### src/rtl/std_sel_pkg.sv
package std_sel_pkg;

  localparam int unsigned CODE_W = 2;

  typedef logic [CODE_W-1:0] std_code_t;

  // Next candidate standard, wrapping from the last to the first.
  function automatic std_code_t next_std(input std_code_t cur);
    return std_code_t'(cur + 1'b1);
  endfunction

  // True when the tick about to be counted completes the timeout window.
  function automatic logic window_done(input int unsigned count_now,
                                       input int unsigned limit);
    return (count_now + 1) >= limit;
  endfunction

endpackage

### src/rtl/sync_watchdog.sv
module sync_watchdog
  import std_sel_pkg::*;
#(
  parameter int unsigned TIMEOUT_TICKS = 4
) (
  input  logic clk,
  input  logic rst_n,
  input  logic hsync_i,
  input  logic tick_i,
  output logic warn_o,
  output logic timeout_ev_o
);

  localparam int unsigned CNT_W = (TIMEOUT_TICKS > 1) ? $clog2(TIMEOUT_TICKS) : 1;

  logic [CNT_W-1:0] tick_cnt_q;
  logic             warn_q;
  logic             count_ev;

  // A tick is counted only while the flag is down and no sync clears it.
  assign count_ev     = tick_i && !warn_q && !hsync_i;
  assign timeout_ev_o = count_ev && window_done(int'(tick_cnt_q), TIMEOUT_TICKS);

  always_ff @(posedge clk) begin
    if (!rst_n) begin
      tick_cnt_q <= '0;
      warn_q     <= 1'b1;
    end else if (hsync_i) begin
      tick_cnt_q <= '0;
      warn_q     <= 1'b0;
    end else if (timeout_ev_o) begin
      tick_cnt_q <= '0;
      warn_q     <= 1'b1;
    end else if (count_ev) begin
      tick_cnt_q <= tick_cnt_q + 1'b1;
    end
  end

  assign warn_o = warn_q;

  // a sync always clears the flag one cycle later
  assert_sync_clears_R4: assert property (@(posedge clk) disable iff (!rst_n)
    hsync_i |=> !warn_o);

  // without a tick and without a sync, the flag cannot move
  assert_warn_needs_tick_R3: assert property (@(posedge clk) disable iff (!rst_n)
    (!hsync_i && !tick_i) |=> $stable(warn_o));

  // the count stays inside the window
  assert_cnt_in_window_R3: assert property (@(posedge clk) disable iff (!rst_n)
    int'(tick_cnt_q) < int'(TIMEOUT_TICKS));

  // once raised, the flag stays up until a sync arrives
  assert_warn_holds_R3: assert property (@(posedge clk) disable iff (!rst_n)
    (warn_o && !hsync_i) |=> warn_o);

endmodule

### src/rtl/std_stepper.sv
module std_stepper
  import std_sel_pkg::*;
(
  input  logic      clk,
  input  logic      rst_n,
  input  logic      step_i,
  input  logic      load_i,
  input  std_code_t load_val_i,
  output std_code_t code_o
);

  std_code_t code_q;

  always_ff @(posedge clk) begin
    if (!rst_n) begin
      code_q <= '0;
    end else if (load_i) begin
      code_q <= load_val_i;
    end else if (step_i) begin
      code_q <= next_std(code_q);
    end
  end

  assign code_o = code_q;

  // a load takes the supplied value
  assert_load_value_R8: assert property (@(posedge clk) disable iff (!rst_n)
    load_i |=> (code_o == $past(load_val_i)));

  // one step moves the code by exactly one, modulo four
  assert_single_step_R5: assert property (@(posedge clk) disable iff (!rst_n)
    (step_i && !load_i) |=> (code_o == std_code_t'($past(code_o) + 2'd1)));

  // without a step or a load, the code holds
  assert_code_holds_R6: assert property (@(posedge clk) disable iff (!rst_n)
    (!step_i && !load_i) |=> $stable(code_o));

endmodule

### src/rtl/std_select_ctrl.sv
module std_select_ctrl
  import std_sel_pkg::*;
#(
  parameter int unsigned TIMEOUT_TICKS = 4
) (
  input  logic       clk,
  input  logic       rst_n,
  input  logic       hsync_i,
  input  logic       osc_tick_i,
  input  logic       ovr_en_i,
  input  logic [1:0] ovr_code_i,
  output logic       ss0_o,
  output logic       ss1_o,
  output logic       warn_o
);

  logic      warn;
  logic      timeout_ev;
  logic      step_ev;
  std_code_t code;

  sync_watchdog #(
    .TIMEOUT_TICKS(TIMEOUT_TICKS)
  ) u_watchdog (
    .clk         (clk),
    .rst_n       (rst_n),
    .hsync_i     (hsync_i),
    .tick_i      (osc_tick_i),
    .warn_o      (warn),
    .timeout_ev_o(timeout_ev)
  );

  // Search step: flag up, a tick, no sync in the same cycle, no override.
  assign step_ev = warn && osc_tick_i && !hsync_i && !ovr_en_i;

  std_stepper u_stepper (
    .clk       (clk),
    .rst_n     (rst_n),
    .step_i    (step_ev),
    .load_i    (ovr_en_i),
    .load_val_i(std_code_t'(ovr_code_i)),
    .code_o    (code)
  );

  assign ss0_o  = code[0];
  assign ss1_o  = code[1];
  assign warn_o = warn;

  // a sync in the same cycle as a tick leaves the code unchanged
  assert_sync_beats_tick_R7: assert property (@(posedge clk) disable iff (!rst_n)
    (hsync_i && osc_tick_i && !ovr_en_i) |=> ($stable(ss0_o) && $stable(ss1_o)));

  // the tick that raises the flag does not step the code
  assert_timeout_no_step_R3: assert property (@(posedge clk) disable iff (!rst_n)
    (timeout_ev && !ovr_en_i) |=> ($stable(ss0_o) && $stable(ss1_o) && warn_o));

  // while the flag is down, the code holds unless override is on
  assert_no_step_when_locked_R6: assert property (@(posedge clk) disable iff (!rst_n)
    (!warn_o && !ovr_en_i) |=> ($stable(ss0_o) && $stable(ss1_o)));

endmodule

### config.mk
export PLATFORM = sky130hd
export DESIGN_NAME = std_select_ctrl
export DESIGN_NICKNAME = d
export VERILOG_FILES = /design/src/rtl/std_sel_pkg.sv /design/src/rtl/sync_watchdog.sv /design/src/rtl/std_stepper.sv /design/src/rtl/std_select_ctrl.sv
export SDC_FILE = /design/constraint.sdc
export NUM_CORES = 1
export LEC_CHECK = 0
export BUFFER_PORTS_ARGS = -buffer_cell sky130_fd_sc_hd__buf_2
export CAP_MARGIN = 15
export CORE_AREA = 2 2 39 41
export DETAILED_ROUTE_END_ITERATION = 8
export DIE_AREA = 0 0 41 43
export HOLD_SLACK_MARGIN = 0.06
export PLACE_DENSITY_LB_ADDON = 0.2
export SLEW_MARGIN = 20
export SYNTH_ARGS = -nofsm -noshare
export SYNTH_HDL_FRONTEND = slang
export SYNTH_SLANG_ARGS = --single-unit
### constraint.sdc
create_clock -name clk -period 1.55 [get_ports clk]
set_clock_uncertainty 0.1 [all_clocks]
set_input_delay 0.155 -clock clk [delete_from_list [all_inputs] [get_ports clk]]
set_output_delay 0.155 -clock clk [all_outputs]
set_load 0.01 [all_outputs]
==> results.cfg <==
[run_status]
status = completed

[grt]
grt-ovfl-total = 0
grt_util_met3_pct = 7.85
grt_first_pass_wirelength_um = 903
antenna_found_initial = 0
gr-usage-met2_pct = 10.3
grt_max_degree = 7
grt_most_used_layer = met2
grt_pass1_vias = 214
gr-usage-met1_pct = 8.36
grt_usage_pct = 8.63

[clock_network]
worstSkewPairLatency_ns = 0.24
cts_tree = built
clkTransAtPathRegs_ns = 0.04
cts_made_buffers = 3
clockRootBuffer = clkbuf_4
cts_sinks = 5
htreeDepth = 1
cts_buffer_depth = 2

[setup_path]
cp_slowest_cell = dlygate4sd3_1
slowest_delay_ns = 0.55
crit_buf_inv = 1
cp.arrival_ns = 1.49
worstSetupEndpointType = flop
worstSetupStartpointType = flop
worstSetupPathType = reg -> reg
path_cells = ha_2 -> a21oi_2 -> o21ai_1 -> dlygate4sd3_1
reg2reg_depth = 4
cp_top_family = buffers and inverters
cp.depth = 4
critPathMaxFanout = 3
worstPathRequired_ns = 1.58

[worst_hold_path]
min_path_type = in -> reg
min_path_cells = 3

[synth]
synthSimpleGateAreaFrac_pct = 23.7
synth-adder-area-share_pct = 5.38
syn_area_um2 = 233
synth_top_family_by_area = simple AND/OR/NAND/NOR gates
synthCells = 25
synth-compound-area-share_pct = 18.8
synth.yosys.seq_area_share_pct = 43.0
synth-seq-cells = 5
yosys_warnings = 0
syn_nets = 33
synthDistinctLibCells = 14
synthXorXnorAreaFrac_pct = 7.53
syn_area_per_cell_um2 = 9.31
synthMuxAreaShare_pct = 0

[timing]
slew-limit-headroom_pct = 87.1
tightest_slew_ns = 0.194
min_period_ns = 1.46
hold_viol_final = 0
setup_tns_ns = 0
report.final.slew_viol_count = 0
timing.final.crit_share_pct = 94.3
rsz0062_at_grt = no
setup_viol = 0
max_freq_mhz = 684

[floorplan]
core-area_mm2 = 0.00138
fp.dieH_um = 43
start_util_pct = 16.8
fp.dieArea_mm2 = 0.00176
io_pins = 10
row_count = 14
die_x_um = 41

[detailed_routing]
drc_errors = 0
drtIter0Drc = 2
drt_pass1_iterations = 3
drt.antenna.violating_nets = 0
wl_per_cell_um = 9.50
drt_wl_total_um = 532
num_vias = 240
vias_per_cell = 4.29

[cells_and_area]
n_antenna_cell = 0
final_util_pct = 25.3
layout_common_cells = 9 x buf_2, 5 x dfxtp_1, 3 x a21oi_1, 3 x clkbuf_4
final_common_cell = buf_2
final_nets = 49
area_growth_pct = 50.5
drive_gt1_share_pct = 40.0

[power]
powerDensity_mw_per_mm2 = 959
p_leak_nw = 0.146
ir_drop_v = 0.000391

[placement]
place_congestion = 0.706
io_buffers = 9
dp_hpwl_um = 399

[job]
drv_cap = 0
synth_stat cells:
cell	n	area [um2]
nor2_1	1	3.75
nand3b_1	1	7.51
ha_1	1	12.5
or3_1	1	6.26
a21oi_2	1	8.76
xor2_1	2	17.5
nand4b_1	1	8.76
nand2_1	1	3.75
inv_1	1	3.75
nand2b_1	2	12.5
and4bb_2	1	12.5
dfxtp_1	5	100
a21oi_1	4	20.0
o21ai_0	3	15.0
routing by layer:
layer | wire [um] | share of wire (%)
met2 | 240 | 45
met1 | 234 | 44
met3 | 44 | 8.3
met4 | 12 | 2.3
met5 | 0 | 0
stage by stage:
step	area [um2]	power, W	setup slack [ns]	std cells	hold slack (ns)
after detailed placement	298	0.000182	0.368	50	0.289
after CTS	344	0.000347	0.0234	56	0.0736
after global placement	298	0.000181	0.389	50	0.274
after global routing	350	0.000363	0.0273	56	0.0900
final	350	0.000336	0.0884	56	0.0825
after floorplan	233	0.000163	0.411	25	0.131
state kept, by name, summed over array words and instances, names as in the netlist:
signal / count
u_watchdog.warn_o: 1
u_stepper.code_o: 2
u_watchdog.tick_cnt_q: 2
cell families (layout without fill, tap and decap cells):
family,count (synthesis),count (layout)
buf+inv,1,16
flops,5,5
simple gates,8,8
compound gates,8,8
fa+ha+maj,1,1
xor+xnor,2,2
final cells by class:
class | instances | area (um2)
fill | 167 | 1030
tap | 16 | 20.0
clock buffer | 4 | 26.3
multi-input combinational | 19 | 135
timing repair buffer | 11 | 65.1
inverter | 1 | 3.75
sequential | 5 | 100
power by group:
part	switching (W)	total (W)	internal, W
Clock	0.0000529	0.000150	0.0000973
Sequential	0.00000637	0.000142	0.000136
Combinational	0.0000201	0.0000433	0.0000233
path summary, 6_finish.rpt:
kind	to	start	slack, ns
setup / recovery	u_watchdog.warn_o	u_watchdog.tick_cnt_q[0]	0.09
hold / removal	u_stepper.code_o[0]	ovr_code_i[0]	0.08
setup reg to reg	u_watchdog.warn_o	u_watchdog.tick_cnt_q[0]	0.09
hold reg to reg	u_watchdog.tick_cnt_q[0]	u_watchdog.tick_cnt_q[0]	0.39
repair_timing:
action | in CTS | in global routing
hold buffers | 2 | 0
hold endpoints to repair | 1 | 0
endpoints found under the setup margin | 0 | 1
gates resized for setup | 0 | 3
buffers inserted | 0 | 0
worst register-to-register path: cells and delay by family (launching register included):
family	cells	cell delay, ns
flops	1	0.32
fa+ha+maj	1	0.20
compound gates	2	0.18
buf+inv	1	0.55
(Power assumes the default switching activity.)
